`src/rtl/aps_pkg.sv`:
```
// Shared colour types and attribute decode helpers for the pixel serializer.
// Assumes a 3-bit RGB colour with red in bit 2.
package aps_pkg;

    typedef struct packed {
        logic [2:0] fg;
        logic [2:0] bg;
    } aps_colours_t;

    localparam logic [2:0] APS_BLACK = 3'b000;
    localparam logic [2:0] APS_WHITE = 3'b111;

    // Colour pair from explicit foreground and background fields.
    function automatic aps_colours_t aps_from_fields(input logic [2:0] f, input logic [2:0] b);
        aps_colours_t r;
        r.fg = f;
        r.bg = b;
        return r;
    endfunction

    // Colour pair from a 4-bit attribute: bit 3 requests an inverted background.
    function automatic aps_colours_t aps_from_nibble(input logic [3:0] n);
        aps_colours_t r;
        r.fg = n[2:0];
        r.bg = n[3] ? ~n[2:0] : APS_BLACK;
        return r;
    endfunction

endpackage

```
`src/rtl/aps_timing.sv`:
```
// Line sequencer: after line_go runs one dark lead-in column, then COLS pixel
// columns. Emits the column-load strobe, the index of the column being loaded
// and the pixel-advance strobe. Assumes wide_x2 is steady during a line.
module aps_timing #(
    parameter int COLS = 40,
    parameter int CW   = $clog2(COLS + 1)
) (
    input  logic          clk,
    input  logic          rst_n,
    input  logic          line_go,
    input  logic          wide_x2,
    output logic          running,
    output logic          in_lead,
    output logic          col_load,
    output logic          pix_adv,
    output logic [CW-1:0] load_col,
    output logic [3:0]    sub
);
    localparam logic [CW-1:0] LAST_COL = CW'(COLS - 1);

    logic [CW-1:0] col;
    logic          slot_end;

    // Last clock of the current column period.
    always_comb slot_end = wide_x2 ? (sub == 4'd15) : (sub == 4'd7);

    // Load the next column at a slot end unless the final column just ended.
    always_comb begin
        col_load = running && slot_end && (in_lead || (col != LAST_COL));
        load_col = in_lead ? '0 : col + CW'(1);
        pix_adv  = running && !in_lead && !slot_end && (wide_x2 ? sub[0] : 1'b1);
    end

    // Position counters for the line.
    always_ff @(posedge clk) begin
        if (!rst_n) begin
            running <= 1'b0;
            in_lead <= 1'b0;
            sub     <= '0;
            col     <= '0;
        end else if (line_go) begin
            running <= 1'b1;
            in_lead <= 1'b1;
            sub     <= '0;
            col     <= '0;
        end else if (running) begin
            if (slot_end) begin
                sub <= '0;
                if (in_lead) begin
                    in_lead <= 1'b0;
                end else if (col == LAST_COL) begin
                    running <= 1'b0;
                end else begin
                    col <= col + CW'(1);
                end
            end else begin
                sub <= sub + 4'd1;
            end
        end
    end

endmodule

```
`src/rtl/aps_attr_buf.sv`:
```
// Attribute line buffer of COLS bytes. Writes go to consecutive entries from 0,
// restarting at each line_go. The read port is combinational so the value can
// be latched at the column-load edge. Writes past the last entry are dropped.
module aps_attr_buf #(
    parameter int COLS = 40,
    parameter int CW   = $clog2(COLS + 1)
) (
    input  logic          clk,
    input  logic          rst_n,
    input  logic          line_go,
    input  logic          wr_en,
    input  logic [7:0]    wr_data,
    input  logic [CW-1:0] rd_idx,
    output logic [7:0]    rd_data,
    output logic [CW-1:0] wr_ptr
);
    logic [7:0] mem [COLS];

    // Read the addressed entry; out-of-range indices read as zero.
    always_comb rd_data = (int'(rd_idx) < COLS) ? mem[rd_idx] : 8'h00;

    // Write pointer restarts per line and stops at the end of the buffer.
    always_ff @(posedge clk) begin
        if (!rst_n || line_go) begin
            wr_ptr <= '0;
        end else if (wr_en && (int'(wr_ptr) < COLS)) begin
            wr_ptr <= wr_ptr + CW'(1);
        end
    end

    // Storage: one entry per column.
    always_ff @(posedge clk) begin
        if (!rst_n) begin
            for (int i = 0; i < COLS; i++) mem[i] <= 8'h00;
        end else if (wr_en && !line_go && (int'(wr_ptr) < COLS)) begin
            mem[wr_ptr] <= wr_data;
        end
    end

endmodule

```
`src/rtl/aps_shifter.sv`:
```
// Holds the most recent bitmap byte, then at each column load moves it into the
// shift register together with the column's colour pair. Shifts left on each
// pixel advance, so the MSB is the current pixel.
module aps_shifter
    import aps_pkg::*;
(
    input  logic         clk,
    input  logic         rst_n,
    input  logic         bm_wr,
    input  logic [7:0]   bm_data,
    input  logic         col_load,
    input  logic         pix_adv,
    input  aps_colours_t colours_in,
    output logic         pix_bit,
    output aps_colours_t colours_q
);
    logic [7:0] pend;
    logic [7:0] shreg;

    // Capture the next column's bitmap byte.
    always_ff @(posedge clk) begin
        if (!rst_n)     pend <= 8'h00;
        else if (bm_wr) pend <= bm_data;
    end

    // Load or shift the active byte and its colours.
    always_ff @(posedge clk) begin
        if (!rst_n) begin
            shreg     <= 8'h00;
            colours_q <= '0;
        end else if (col_load) begin
            shreg     <= pend;
            colours_q <= colours_in;
        end else if (pix_adv) begin
            shreg <= {shreg[6:0], 1'b0};
        end
    end

    // Current pixel is the top bit.
    always_comb pix_bit = shreg[7];

endmodule

```
`src/rtl/attr_pixel_serializer.sv`:
```
// Top of the attribute-coloured pixel serializer. Sends tagged bytes to the
// bitmap holder or the attribute line buffer, picks each column's colour pair
// and drives the RGB output, which is dark outside the pixel window or when
// blanked. Assumes mode inputs are steady for the length of a line.
module attr_pixel_serializer
    import aps_pkg::*;
#(
    parameter int COLS  = 40,
    parameter int ROW_W = 3
) (
    input  logic             clk,
    input  logic             rst_n,
    input  logic             line_go,
    input  logic             byte_stb,
    input  logic             byte_is_attr,
    input  logic [7:0]       byte_data,
    input  logic             wide_x2,
    input  logic             attr_en,
    input  logic             attr_pair,
    input  logic [ROW_W-1:0] row_idx,
    input  logic             blank,
    output logic [2:0]       rgb
);
    localparam int CW = $clog2(COLS + 1);

    logic          running, in_lead, col_load, pix_adv;
    logic [CW-1:0] load_col, rd_idx, wr_ptr;
    logic [3:0]    sub;
    logic [7:0]    attr_rd;
    logic          attr_wr, bm_wr, pix_bit, pix_on;
    aps_colours_t  colours_next, colours_q;

    // Route strobed bytes by their tag; attributes only on the first line.
    always_comb begin
        attr_wr = byte_stb && byte_is_attr && attr_en && (row_idx == '0);
        bm_wr   = byte_stb && !byte_is_attr;
    end

    aps_timing #(.COLS(COLS), .CW(CW)) u_timing (
        .clk      (clk),
        .rst_n    (rst_n),
        .line_go  (line_go),
        .wide_x2  (wide_x2),
        .running  (running),
        .in_lead  (in_lead),
        .col_load (col_load),
        .pix_adv  (pix_adv),
        .load_col (load_col),
        .sub      (sub)
    );

    // Paired density shares one buffer entry between two columns.
    always_comb rd_idx = attr_pair ? (load_col >> 1) : load_col;

    aps_attr_buf #(.COLS(COLS), .CW(CW)) u_attr_buf (
        .clk     (clk),
        .rst_n   (rst_n),
        .line_go (line_go),
        .wr_en   (attr_wr),
        .wr_data (byte_data),
        .rd_idx  (rd_idx),
        .rd_data (attr_rd),
        .wr_ptr  (wr_ptr)
    );

    // Colour pair for the column about to be loaded.
    always_comb begin
        if (!attr_en)
            colours_next = aps_from_fields(APS_WHITE, APS_BLACK);
        else if (attr_pair)
            colours_next = aps_from_nibble(load_col[0] ? attr_rd[3:0] : attr_rd[7:4]);
        else
            colours_next = aps_from_fields(attr_rd[6:4], attr_rd[2:0]);
    end

    aps_shifter u_shifter (
        .clk        (clk),
        .rst_n      (rst_n),
        .bm_wr      (bm_wr),
        .bm_data    (byte_data),
        .col_load   (col_load),
        .pix_adv    (pix_adv),
        .colours_in (colours_next),
        .pix_bit    (pix_bit),
        .colours_q  (colours_q)
    );

    // Final pixel colour with window and blank gating.
    always_comb begin
        pix_on = running && !in_lead && !blank;
        rgb    = pix_on ? (pix_bit ? colours_q.fg : colours_q.bg) : APS_BLACK;
    end

endmodule

```
`config.mk`:
```
export PLATFORM = sky130hd
export DESIGN_NAME = attr_pixel_serializer
export DESIGN_NICKNAME = d
export VERILOG_FILES = /design/src/rtl/aps_pkg.sv /design/src/rtl/aps_timing.sv /design/src/rtl/aps_attr_buf.sv /design/src/rtl/aps_shifter.sv /design/src/rtl/attr_pixel_serializer.sv
export SDC_FILE = /design/constraint.sdc
export NUM_CORES = 1
export LEC_CHECK = 0
export ABC_CLOCK_PERIOD_IN_PS = 4700
export BUFFER_PORTS_ARGS = -buffer_cell sky130_fd_sc_hd__buf_2
export CORE_UTILIZATION = 65
export DETAILED_ROUTE_END_ITERATION = 8
export GPL_ROUTABILITY_DRIVEN = 0
export HOLD_SLACK_MARGIN = 0.08
export PLACE_DENSITY = 0.92
export RECOVER_POWER = 50
export SLEW_MARGIN = 20
export SYNTH_ARGS = -nofsm -noshare
export SYNTH_HDL_FRONTEND = slang
export SYNTH_HIERARCHICAL = 1
export SYNTH_SLANG_ARGS = --single-unit
```
`constraint.sdc`:
```
create_clock -name clk -period 4.7 [get_ports clk]
set_input_delay 0 -clock clk [delete_from_list [all_inputs] [get_ports clk]]
set_output_delay 0 -clock clk [all_outputs]
set_load 0.01 [all_outputs]
```
=== Yosys cells after proc, flatten, opt, wreduce, memory -nomap -nowiden ===
Memory sizes are Yosys's and may differ from the RTL's.
Cells that the tools add are included.

* Bits in latches: 0
* ROM bits: 0
* Output and inout bits: 3
* Word-level logic and storage cells: 81
* Memories: 1
* Bits in writable memories: 320
* Flip-flop bits (word level): 40
* Input port bits: 20

{| class="wikitable"
|+ Memory list
! memory !! depth !! width !! read ports !! clocked after memory_dff !! write ports !! RTL line !! text
|-
| u_attr_buf.mem || 40 || 8 || 1 || 0 || 40 || aps_attr_buf.sv:17 || <nowiki>logic [7:0] mem [COLS];</nowiki>
|}

* Order comparisons: 2
* Mux-type cells: 29
* Add/sub/neg operators: 3
* Divide/modulo/power cells: 0
* Shift-type cells: 0
* Bitwise gates (word level): 4
* Eq/ne operators: 4
* Reduce and logical (&&, ||, !) cells: 29
* $mul: 0

{| class="wikitable"
|+ Operators by type and width
! cell !! number
|-
| $mux W8 || 4
|-
| $mux W6 || 5
|-
| $mux W1 || 15
|-
| $logic_and A1 B1 Y1 || 13
|-
| $add A6 B1 Y6 const B || 2
|-
| $lt A6 B6 Y1 const B || 2
|-
| $mux W3 || 3
|-
| $mux W4 || 2
|-
| $reduce_or A8 Y1 || 1
|-
| $eq A6 B6 Y1 const B || 1
|-
| $logic_not A1 Y1 || 6
|-
| $ne A6 B6 Y1 const B || 1
|-
| $reduce_bool A2 Y1 || 3
|-
| $add A4 B1 Y4 const B || 1
|-
| $eq A4 B3 Y1 const B || 1
|-
| $eq A4 B4 Y1 const B || 1
|-
| $reduce_and A4 Y1 || 1
|-
| $logic_not A3 Y1 || 1
|-
| $not A1 Y1 || 3
|-
| $not A3 Y3 || 1
|-
| $logic_or A1 B1 Y1 || 2
|-
| $reduce_and A2 Y1 || 1
|-
| $reduce_or A2 Y1 || 1
|}

=== Depth between registers and ports, before layout ===
Gate-level depths: netlist of the first run.

* Depth in word-level cells: 10
* Depth in mapped cells: 16
* Gate-level depth less buffers: 13

=== Modules after synthesis ===
Netlist of the first run, hierarchy kept.

{| class="wikitable"
|+ By module, submodules not included
! module !! cells each !! times used !! area each (um^2) !! sequential area each (um^2)
|-
| aps_attr_buf || 1190 || 1 || 15421.0 || 9729.3
|-
| aps_shifter || 80 || 1 || 922.1 || 440.4
|-
| aps_timing || 85 || 1 || 726.9 || 240.2
|-
| attr_pixel_serializer || 39 || 1 || 337.8 || 0.0
|}

=== Worst setup path before layout of the first run ===
OpenSTA, ideal clock, no wires.

* Path type: flip-flop to flip-flop
* From: register u_timing.col[0]
* To: register u_shifter/colours_q[0] (netlist name)
* Buffers on the path: 3
* Cell stages (with the launch flop): 15
* Required time: 4.635 ns
* Slack: 1.850 ns
* Period minus slack after synthesis: 2.850 ns
* Library setup time: 0.065 ns
* Arrival: 2.785 ns
* Path through: dfxtp_1 ha_1 and2b_2 mux2_2 buf_2 buf_4 buf_4 nor2_1 a22oi_1 nand3_1 a32oi_1 mux2_2 o31ai_2 mux2i_1 nor2b_1

{| class="wikitable"
|+ RTL lines
! item !! RTL line !! text
|-
| start: declaration || aps_timing.sv:21 || <nowiki>logic [CW-1:0] col;</nowiki>
|-
| start signal: assignment || aps_timing.sv:54 || <nowiki>col <= col + CW'(1);</nowiki>
|}

==> flow_metrics.env, run 1 <==
export IMPL_dpl_cell_area_um2=17520
export IMPL_layout_filler_cells=1631
export IMPL_p_per_area_nw_per_um2=361.7
export IMPL_clock_latency_ps=520
export IMPL_postSynthCellCount=1394
export IMPL_crit_path_frequent_cell="buf_4"
export IMPL_crit_type="reg2reg"
export IMPL_end_kind="register"
export IMPL_synth_top_flop_cell="edfxtp_1"
export IMPL_async_flop_share=0
export IMPL_fin_cells=1725
export IMPL_chipHeight_um=165.7
export IMPL_cts_sinks=360
export IMPL_required_ps=5150
export IMPL_cp_data_arrival_time_ps=4560
export IMPL_fin_skew_ps=12.25
export IMPL_hold_viol=0
export IMPL_place_inst=1655
export IMPL_ys_warn_count=6
export IMPL_die_x_um=165.7
export IMPL_fin_crit_sh=0.8754
export IMPL_start_util=0.6661
export IMPL_final_max_slew_viol_count=33
export IMPL_grt_first_pass_wirelength_um=62410
export IMPL_path_cells="ha_1 -> xnor2_1 -> nor2_1 -> mux2_2 -> buf_4 -> nor2b_2 -> buf_4 -> a22oi_1 -> a31oi_1 -> a32oi_1 -> mux2_4 -> o31ai_2 -> mux2i_1 -> nor2b_1"
export IMPL_final_area_um2=18640
export IMPL_crit_fanout=33
export IMPL_final_min_clock_period_ps=4114
export IMPL_numCtsBuffers=36
export IMPL_rsz0062_at_grt="no"
export IMPL_syn_area_um2=17410
export IMPL_ant_nets=0
export IMPL_tritoncts="done"
export IMPL_firstDrtPassIters=9
export IMPL_finalSetupViolations=0
export IMPL_clk_pin_slew_ps=60
export IMPL_met3_length_um=4084
export IMPL_wl_met2_um=20300
export IMPL_grt_pass1_vias=10900
export IMPL_slowest_delay_ps=850
export IMPL_grt_antenna_before_repair=0
export IMPL_synthToLayoutAreaGrowth_pct=7.101
export IMPL_fp_row_count=59
export IMPL_finish_net_count=1390
export IMPL_synth_edff_count=320
export IMPL_relSlewSlack=-0.02749
export IMPL_hpwl_um=26100
export IMPL_outcome="finished, violations left"
export IMPL_postLayoutCoreUtil=0.7134
export IMPL_vias_per_cell=6.541
export IMPL_cp_slowest_cell="nor2b_2"
export IMPL_dr_total_vias=11280
export IMPL_io_pins=23
export IMPL_synthesis_nets=1417
export IMPL_cp_start_kind="register"
export IMPL_wirelength_um=41490
export IMPL_drc=2
export IMPL_die_area_um2=27440
export IMPL_violations="design-rule violations, max-capacitance violations, max-slew violations"
export IMPL_cts_path_max_buffers=3
export IMPL_clock_root_buffer="clkbuf_16"
export IMPL_avgSynthCellArea_um2=12.49
export IMPL_finalPower_mw=6.744
export IMPL_layout_drive_gt1_share=0.06978
export IMPL_cap_violations=2
export IMPL_yosysSeqAreaShare=0.5980
export IMPL_top_layer="met4"
export IMPL_grt_overflow=0
export IMPL_wl_met1_um=14900
export IMPL_diodes=0
export IMPL_grt_max_degree=58
export IMPL_grt_usage=0.3013
export IMPL_vdd_drop_max_v=0.0002091
export IMPL_htreeDepth=2
export IMPL_clock_fmax_ghz=0.2431
export IMPL_drtIter0Drc=1514
export IMPL_tns_ps=0
export IMPL_cts_repair_resized=0
export IMPL_port_buffers=22
export IMPL_routedWlPerCell_um=24.05
export IMPL_synth_distinct_cells=61
export IMPL_p_leak_nw=6.432
export IMPL_synth_seq_cells=360
export IMPL_min_path_type="in2reg"
export IMPL_timing_worst_slew_pin_value_ps=1541
export IMPL_core_area_um2=26130
[through the flow]
stage / hold WS (ps) / setup slack (ps)
floorplan: 117.6 / 1850
global placement: 324.8 / 938.4
CTS: 150.3 / 737.8
global route: 225.7 / 360.7
finish: 176.8 / 585.6
detailed placement: 335.3 / 753.9
[placed cells by master (no fill, tap or decap), types with 25 or more instances in the layout]
| cell | instances |
|---|---|
| a21oi_1 | 39 |
| a22oi_1 | 32 |
| o21ai_0 | 25 |
| mux2i_1 | 179 |
| clkbuf_16 | 37 |
| dfxtp_1 | 40 |
| and2_1 | 112 |
| edfxtp_1 | 320 |
| and2_0 | 211 |
| nor2_1 | 65 |
| nand2_1 | 44 |
[worst paths after layout]
kind                                   startpoint                      to  slack [ps]  depth (start not counted)
worst max register to register    u_timing/col[0]  u_shifter/colours_q[1]         590                         14
worst min-delay path                    attr_pair  u_shifter/colours_q[0]         180                          5
worst max-delay path              u_timing/col[0]  u_shifter/colours_q[1]         590                         14
worst min register to register  u_shifter/pend[0]      u_shifter/shreg[0]         470                          2
[synthesized netlist by cell type (7+ instances only)]
| cell | count | area share |
|---|---|---|
| o21ai_0 | 47 | 0.014 |
| nor2_2 | 8 | 0.0029 |
| nand2b_1 | 12 | 0.0043 |
| nor2b_1 | 22 | 0.0079 |
| a32oi_1 | 8 | 0.0040 |
| o211a_1 | 7 | 0.0040 |
| a21oi_1 | 39 | 0.011 |
| edfxtp_1 | 320 | 0.55 |
| clkbuf_1 | 55 | 0.012 |
| xor2_1 | 8 | 0.0040 |
| mux2_2 | 7 | 0.0045 |
| nand3b_1 | 7 | 0.0030 |
| a22oi_1 | 32 | 0.014 |
| nor3_1 | 12 | 0.0035 |
| a22o_1 | 16 | 0.0080 |
| dfxtp_1 | 40 | 0.046 |
| nand2_1 | 44 | 0.0095 |
| nor2_1 | 58 | 0.013 |
| nand3_1 | 22 | 0.0063 |
| and2_1 | 321 | 0.12 |
| mux2i_1 | 179 | 0.10 |
| buf_2 | 27 | 0.0078 |
| buf_4 | 14 | 0.0060 |
| a31oi_1 | 16 | 0.0058 |
[critical path, delay by kind of cell, from the launching register on]
kind / cells / cell delay (ps)
XOR/XNOR: 1 / 100
buffers and inverters: 2 / 800
adder cells (fa/ha/maj): 1 / 310
flip-flops: 1 / 410
multiplexers: 3 / 630
AO/OA/AOI/OAI: 4 / 660
AND/OR/NAND/NOR: 3 / 1110
[report_power, final]
group	switching [mW]	total (mW)	internal [mW]
registers	0.0493	3.66	3.61
clock network	1.14	2.68	1.54
logic	0.274	0.405	0.131
total	1.46	6.74	5.28
[layout make-up]
type | count | area, um2 | share of cell area
sequential | 360 | 10410 | 0.5584
multi-input combinational | 926 | 6447 | 0.3458
clock buffer | 44 | 952.2 | 0.05107
tap | 335 | 419.2 | 0.02248
timing repair buffer | 42 | 285.3 | 0.01530
clock inverter | 17 | 126.4 | 0.006778
inverter | 1 | 3.754 | 0.0002013
[metal layers]
layer | vias to the layer above | global-route usage
met5 | - | 0
met4 | 0 | 0.1568
met3 | 147 | 0.06237
met2 | 728 | 0.5059
met1 | 5463 | 0.3708
li1 | 4945 | -
[flip-flops by register name (all words and copies together), names as in the netlist]
name	flops
u_attr_buf/mem	320
u_timing/in_lead	1
u_shifter/colours_q	6
u_timing/sub	4
u_shifter/shreg	8
u_timing/col	6
u_timing/running	1
u_shifter/pend	8
u_attr_buf/wr_ptr	6
[logic make-up after synthesis]
logic type               after synthesis  share of synthesized area
flip-flops                           360                     0.5980
adder cells (fa/ha/maj)                3                   0.002156
buffers and inverters                108                    0.03098
multiplexers                         196                     0.1149
AND/OR/NAND/NOR                      539                     0.1816
XOR/XNOR                              12                   0.006037
AO/OA/AOI/OAI                        176                    0.06634
[what timing repair did]
action                                 in CTS  in global routing
setup buffers                               0                  0
hold buffers                                9                  0
endpoints found under the hold margin      32                  0
Note: power is estimated with default switching activity, not from simulation.
==> run 2: changes to the inputs <==
--- a/config.mk
+++ b/config.mk
@@ -11,7 +11,7 @@
 export DETAILED_ROUTE_END_ITERATION = 8
 export GPL_ROUTABILITY_DRIVEN = 0
 export HOLD_SLACK_MARGIN = 0.08
-export PLACE_DENSITY = 0.92
+export PLACE_DENSITY = 0.82
 export RECOVER_POWER = 50
 export SLEW_MARGIN = 20
 export SYNTH_ARGS = -nofsm -noshare
==> run 2 against run 1 <==
The flow still finishes with violations (design-rule violations, max-capacitance violations, max-slew violations). Global-route usage is 0.30 points lower. Combinational power is 4% lower. Utilization is 0.34 points higher. Sequential power hardly changed. Critical path depth stayed put. Final cell count is 0.70% higher. Critical endpoint is now u_shifter/colours_q[3]. Largest power group unchanged. Highest routed layer unchanged.
==> flow_metrics.env, run 2 (synthesis gave the netlist of run 1 again) <==
export IMPL_outcome="finished, violations left"
export IMPL_violations="design-rule violations, max-capacitance violations, max-slew violations"
export IMPL_tritoncts="done"
export IMPL_holdWs_ps=75.91
export IMPL_synthToLayoutAreaGrowth_pct=7.604
export IMPL_vias_per_cell=6.310
export IMPL_clock_fmax_ghz=0.2394
export IMPL_drc=4
export IMPL_fin_cells=1737
export IMPL_clk_pin_slew_ps=60
export IMPL_grt_overflow=0
export IMPL_crit_type="reg2reg"
export IMPL_numCtsBuffers=37
export IMPL_finalSetupViolations=0
export IMPL_min_path_type="in2reg"
export IMPL_regMostFlops="u_attr_buf/mem"
export IMPL_vdd_drop_max_v=0.0004049
export IMPL_dpl_cell_area_um2=17600
export IMPL_grt_antenna_before_repair=0
export IMPL_core_area_um2=26130
export IMPL_hold_viol=0
export IMPL_timing_worst_slew_pin_value_ps=1804
export IMPL_cp_data_arrival_time_ps=4580
export IMPL_chipHeight_um=165.7
export IMPL_p_per_area_nw_per_um2=364.2
export IMPL_layout_drive_gt1_share=0.07709
export IMPL_dr_total_vias=10960
export IMPL_worstRegToRegCells=14
export IMPL_port_buffers=22
export IMPL_crit_fanout=19
export IMPL_final_cell_mix="edfxtp_1, mux2i_1, and2_1, and2_0, nor2_1"
export IMPL_finish_net_count=1401
export IMPL_io_pins=23
export IMPL_grt_pass1_vias=10760
export IMPL_timing_rr_start="u_timing/col[0]"
export IMPL_r2r_end="u_shifter/colours_q[3]"
export IMPL_hpwl_um=25410
export IMPL_fin_crit_sh=0.8888
export IMPL_largestRegisters="u_attr_buf/mem x320, u_shifter/pend x8, u_shifter/shreg x8"
export IMPL_cp_start_kind="register"
export IMPL_fp_row_count=59
export IMPL_top_layer="met4"
export IMPL_final_max_slew_viol_count=81
export IMPL_wl_met1_um=17030
export IMPL_final_min_clock_period_ps=4177
export IMPL_holdPathStages=4
export IMPL_ant_nets=0
export IMPL_tns_ps=0
export IMPL_htreeDepth=2
export IMPL_routedWlPerCell_um=23.22
export IMPL_required_ps=5110
export IMPL_die_x_um=165.7
export IMPL_start_util=0.6661
export IMPL_relSlewSlack=-0.2030
export IMPL_wirelength_um=40340
export IMPL_clock_root_buffer="clkbuf_16"
export IMPL_r2r_setup_slack_ps=520
export IMPL_final_area_um2=18730
export IMPL_final_common_cell="edfxtp_1"
export IMPL_p_leak_nw=6.542
export IMPL_end_kind="register"
export IMPL_clock_latency_ps=520
export IMPL_min_from="byte_is_attr"
export IMPL_post_cts_buffers=0
export IMPL_met3_length_um=3145
export IMPL_cts_path_max_buffers=3
export IMPL_rsz0062_at_grt="no"
export IMPL_grt_max_degree=74
export IMPL_die_area_um2=27440
export IMPL_largest_reg_flops=320
export IMPL_cts_sinks=360
export IMPL_place_inst=1667
export IMPL_grt_usage=0.2983
export IMPL_firstDrtPassIters=7
export IMPL_drtIter0Drc=1261
export IMPL_grt_first_pass_wirelength_um=62170
export IMPL_fin_skew_ps=14.56
export IMPL_wl_met2_um=18750
export IMPL_min_delay_worst_endpoint="u_shifter/pend[1]"
export IMPL_cap_violations=3
-- run 2: metal layers --
layer	GRT usage	up-vias
li1	-	4974
met1	0.4202	5371
met2	0.4788	524
met3	0.03608	91
met4	0.1170	0
met5	0	-
-- run 2: area by class of cell --
type | instances | area, um2
Antenna cell | 1 | 2.502
Clock buffer | 43 | 999.7
Clock inverter | 19 | 136.4
Fill cell | 1777 | 7401
Inverter | 1 | 3.754
Multi-Input combinational cell | 926 | 6447
Sequential cell | 360 | 10410
Tap cell | 335 | 419.2
Timing Repair Buffer | 52 | 312.8
-- run 2: stage by stage --
| step | utilization | setup slack (ps) | total power, mW |
|---|---|---|---|
| final | 0.7168 | 522.6 | 6.822 |
| after global routing | 0.7167 | 448.4 | 6.996 |
| after global placement | 0.6734 | 1225 | 4.087 |
| after detailed placement | 0.6734 | 1125 | 4.103 |
| after CTS | 0.7195 | 709.0 | 6.842 |
| after floorplan | - | 1850 | 3.974 |
-- run 2: what timing repair did --
action / CTS / global route
hold buffers: 7 / 0
gates resized for setup: 0 / 0
hold endpoints to repair: 16 / 0
-- run 2: power by group --
group / internal, mW / leakage (nW) / switching, mW
clock network: 1.62 / 0.562 / 1.16
logic: 0.130 / 2.56 / 0.258
registers: 3.61 / 3.42 / 0.0471
total: 5.36 / 6.54 / 1.46
-- run 2: how the worst max path moves through the flow --
stage,slack (ps),cells after the start,startpoint,endpoint
after global routing,450,14,u_timing/col[0],u_shifter/colours_q[3]
after global placement,1230,13,u_timing/col[0],u_shifter/colours_q[0]
final,520,14,u_timing/col[0],u_shifter/colours_q[3]
after detailed placement,1120,13,u_timing/col[0],u_shifter/colours_q[1]
after CTS,710,14,u_timing/col[0],u_shifter/colours_q[3]
after floorplan,1850,14,u_timing/col[0],u_shifter/colours_q[0]
-- run 2: worst max-delay path, cell delays in order, from the launching register on --
cell	delay (ps)
dfxtp_1	410
ha_1	310
xnor2_1	150
nor2_1	70
mux2_2	350
nor2_2	800
a22o_1	280
nor3_1	80
a31oi_1	310
a32oi_1	140
and3b_1	240
o21ai_0	90
mux2i_1	170
nor2b_1	70
dlygate4sd3_1	570
==> run 3: changes to the inputs <==
--- a/config.mk
+++ b/config.mk
@@ -11,7 +11,7 @@
 export DETAILED_ROUTE_END_ITERATION = 8
 export GPL_ROUTABILITY_DRIVEN = 0
 export HOLD_SLACK_MARGIN = 0.08
-export PLACE_DENSITY = 0.82
+export PLACE_DENSITY = 0.93
 export RECOVER_POWER = 50
 export SLEW_MARGIN = 20
 export SYNTH_ARGS = -nofsm -noshare
==> run 3 against run 2 <==
The run still ends with design-rule violations, max-capacitance violations, max-slew violations left. Wire length is 7.4% higher. Via count rose by 5.1%. Final cell count decreased by 0.40%. Clock skew grew 1.3 ps. Global-route usage up 1.9 points. Critical path depth is 1 lower. Hold slack improved by 100 ps. First-iteration DRC count up 30%. Largest cell class unchanged.
==> flow_metrics.env, run 3 (synthesis gave the netlist of run 1 again) <==
export IMPL_die_x_um=165.7
export IMPL_grt_overflow=0
export IMPL_drtIter0Drc=1643
export IMPL_dr_total_vias=11520
export IMPL_finalSetupViolations=0
export IMPL_clock_fmax_ghz=0.2606
export IMPL_relSlewSlack=-0.1618
export IMPL_numCtsBuffers=38
export IMPL_r2r_setup_slack_ps=860
export IMPL_grt_usage=0.3169
export IMPL_grt_max_degree=66
export IMPL_use_met3=0.07622
export IMPL_busiest_layer="met2"
export IMPL_post_cts_buffers=0
export IMPL_finish_net_count=1391
export IMPL_required_ps=5160
export IMPL_cts_path_max_buffers=3
export IMPL_ant_nets=0
export IMPL_tns_ps=0
export IMPL_p_per_area_nw_per_um2=372.5
export IMPL_largest_reg_flops=320
export IMPL_clock_root_buffer="clkbuf_16"
export IMPL_clock_latency_ps=530
export IMPL_min_path_type="in2reg"
export IMPL_finalPower_mw=6.984
export IMPL_timing_worst_slew_pin_value_ps=1719
export IMPL_r2r_end="u_shifter/colours_q[4]"
export IMPL_crit_fanout=61
export IMPL_cp_data_arrival_time_ps=4300
export IMPL_p_leak_nw=6.457
export IMPL_p_int_mw=5.499
export IMPL_cts_sinks=360
export IMPL_power_share_clock=0.420
export IMPL_vias_per_cell=6.661
export IMPL_clk_pin_slew_ps=60
export IMPL_firstDrtPassIters=9
export IMPL_wirelength_um=43310
export IMPL_port_buffers=22
export IMPL_timing_rr_start="u_timing/col[0]"
export IMPL_fp_row_count=59
export IMPL_hpwl_um=25910
export IMPL_chipHeight_um=165.7
export IMPL_final_cell_mix="edfxtp_1, and2_0, mux2i_1, and2_1, nor2_1"
export IMPL_rsz0062_at_grt="no"
export IMPL_tritoncts="done"
export IMPL_grt_first_pass_wirelength_um=65950
export IMPL_seqPwrFrac=0.525
export IMPL_min_from="attr_pair"
export IMPL_grt_pass1_vias=11420
export IMPL_cp_start_kind="register"
export IMPL_grt_antenna_before_repair=1
export IMPL_final_common_cell="edfxtp_1"
export IMPL_drc=4
export IMPL_io_pins=23
export IMPL_synthToLayoutAreaGrowth_pct=7.712
export IMPL_largestRegisters="u_attr_buf/mem x320, u_shifter/pend x8, u_shifter/shreg x8"
export IMPL_cts_repair_resized=0
export IMPL_routedWlPerCell_um=25.04
export IMPL_switching_share=0.2127
export IMPL_outcome="finished, violations left"
export IMPL_final_min_clock_period_ps=3837
export IMPL_fin_skew_ps=15.90
export IMPL_worstRegToRegCells=13
export IMPL_gr_usage_met2=0.5122
export IMPL_min_delay_worst_endpoint="u_shifter/colours_q[5]"
export IMPL_grt_use_met1=0.3954
export IMPL_hold_viol=0
export IMPL_combPwrFrac=0.056
export IMPL_start_util=0.6661
export IMPL_die_area_um2=27440
export IMPL_core_area_um2=26130
export IMPL_regMostFlops="u_attr_buf/mem"
export IMPL_end_kind="register"
export IMPL_holdPathStages=5
export IMPL_fin_crit_sh=0.8164
export IMPL_vdd_drop_max_v=0.0002573
export IMPL_final_max_slew_viol_count=10
export IMPL_cap_violations=1
export IMPL_violations="design-rule violations, max-capacitance violations, max-slew violations"
export IMPL_crit_type="reg2reg"
export IMPL_htreeDepth=2
export IMPL_layout_drive_gt1_share=0.07245
export IMPL_power_switching_mw=1.486
## run 3: cell count changes in the layout (fill, tap and decap cells not counted), moves of 4 or more
cell,delta
and2_0,+56
and2_1,-56
o21ai_0,-9
o21ai_1,+9
clkinv_2,-5
clkbuf_1,+4
clkbuf_16,+4
clkinv_1,-4
## run 3: worst max-delay path by stage
stage,end,from,cells after the start
floorplan,u_shifter/colours_q[0],u_timing/col[0],14
global placement,u_shifter/colours_q[1],u_timing/col[0],13
detailed placement,u_shifter/colours_q[1],u_timing/col[0],13
CTS,u_shifter/colours_q[0],u_timing/col[0],13
global route,u_shifter/colours_q[4],u_timing/col[2],13
finish,u_shifter/colours_q[4],u_timing/col[0],13
## run 3: repair_timing
action	in CTS	in global routing
hold endpoints to repair	23	0
endpoints found under the setup margin	0	0
hold buffers	6	0
## run 3: power by group through the flow
stage                     combinational (mW)  clock (mW)  sequential (mW)
after floorplan                        0.274           0             3.70
after global placement                 0.357           0             3.72
after detailed placement               0.369           0             3.73
after CTS                              0.375        2.95             3.66
final                                  0.388        2.93             3.66
after global routing                   0.408        3.08             3.67
## run 3: per-layer routing
layer	routed length, um	vias up
li1	-	4965
met1	15550	5582
met2	20600	789
met3	4692	187
met4	2467	0
met5	0	-
## run 3: stage by stage
| stage | hold WS [ps] | util | setup slack [ps] | instances | area [um2] |
|---|---|---|---|---|---|
| 6_report | 179.9 | 0.7175 | 862.8 | 1730 | 18750 |
| 5_1_grt | 230.0 | 0.7175 | 705.1 | 1730 | 18750 |
| 4_1_cts | 141.9 | 0.7193 | 915.9 | 1729 | 18800 |
| 3_5_place_dp | 354.6 | 0.6705 | 1006 | 1657 | 17520 |
| 3_3_place_gp | 331.3 | 0.6705 | 1107 | 1657 | 17520 |
| 2_1_floorplan | 117.6 | - | 1850 | 1394 | 17410 |
## run 3: area by class of cell
type | count | area, um2
repair buffers | 41 | 256.5
fillers | 1625 | 7382
diodes | 1 | 2.502
well taps | 335 | 419.2
flip-flops and latches | 360 | 10410
multi-input cells | 926 | 6442
clock inverters | 9 | 88.84
clock buffers | 57 | 1127
inverters | 1 | 3.754
## run 3: critical path: stages, from the launching register on
cell and delay, ps:
dfxtp_1 360, ha_1 330, and2b_2 170, mux2_8 570, buf_4 500, mux2i_1 150
a22o_1 250, nor3_1 150, a31oi_1 110, a32oi_1 310, and3b_1 240, o21ai_0 290
mux2i_1 150, nor2b_1 150
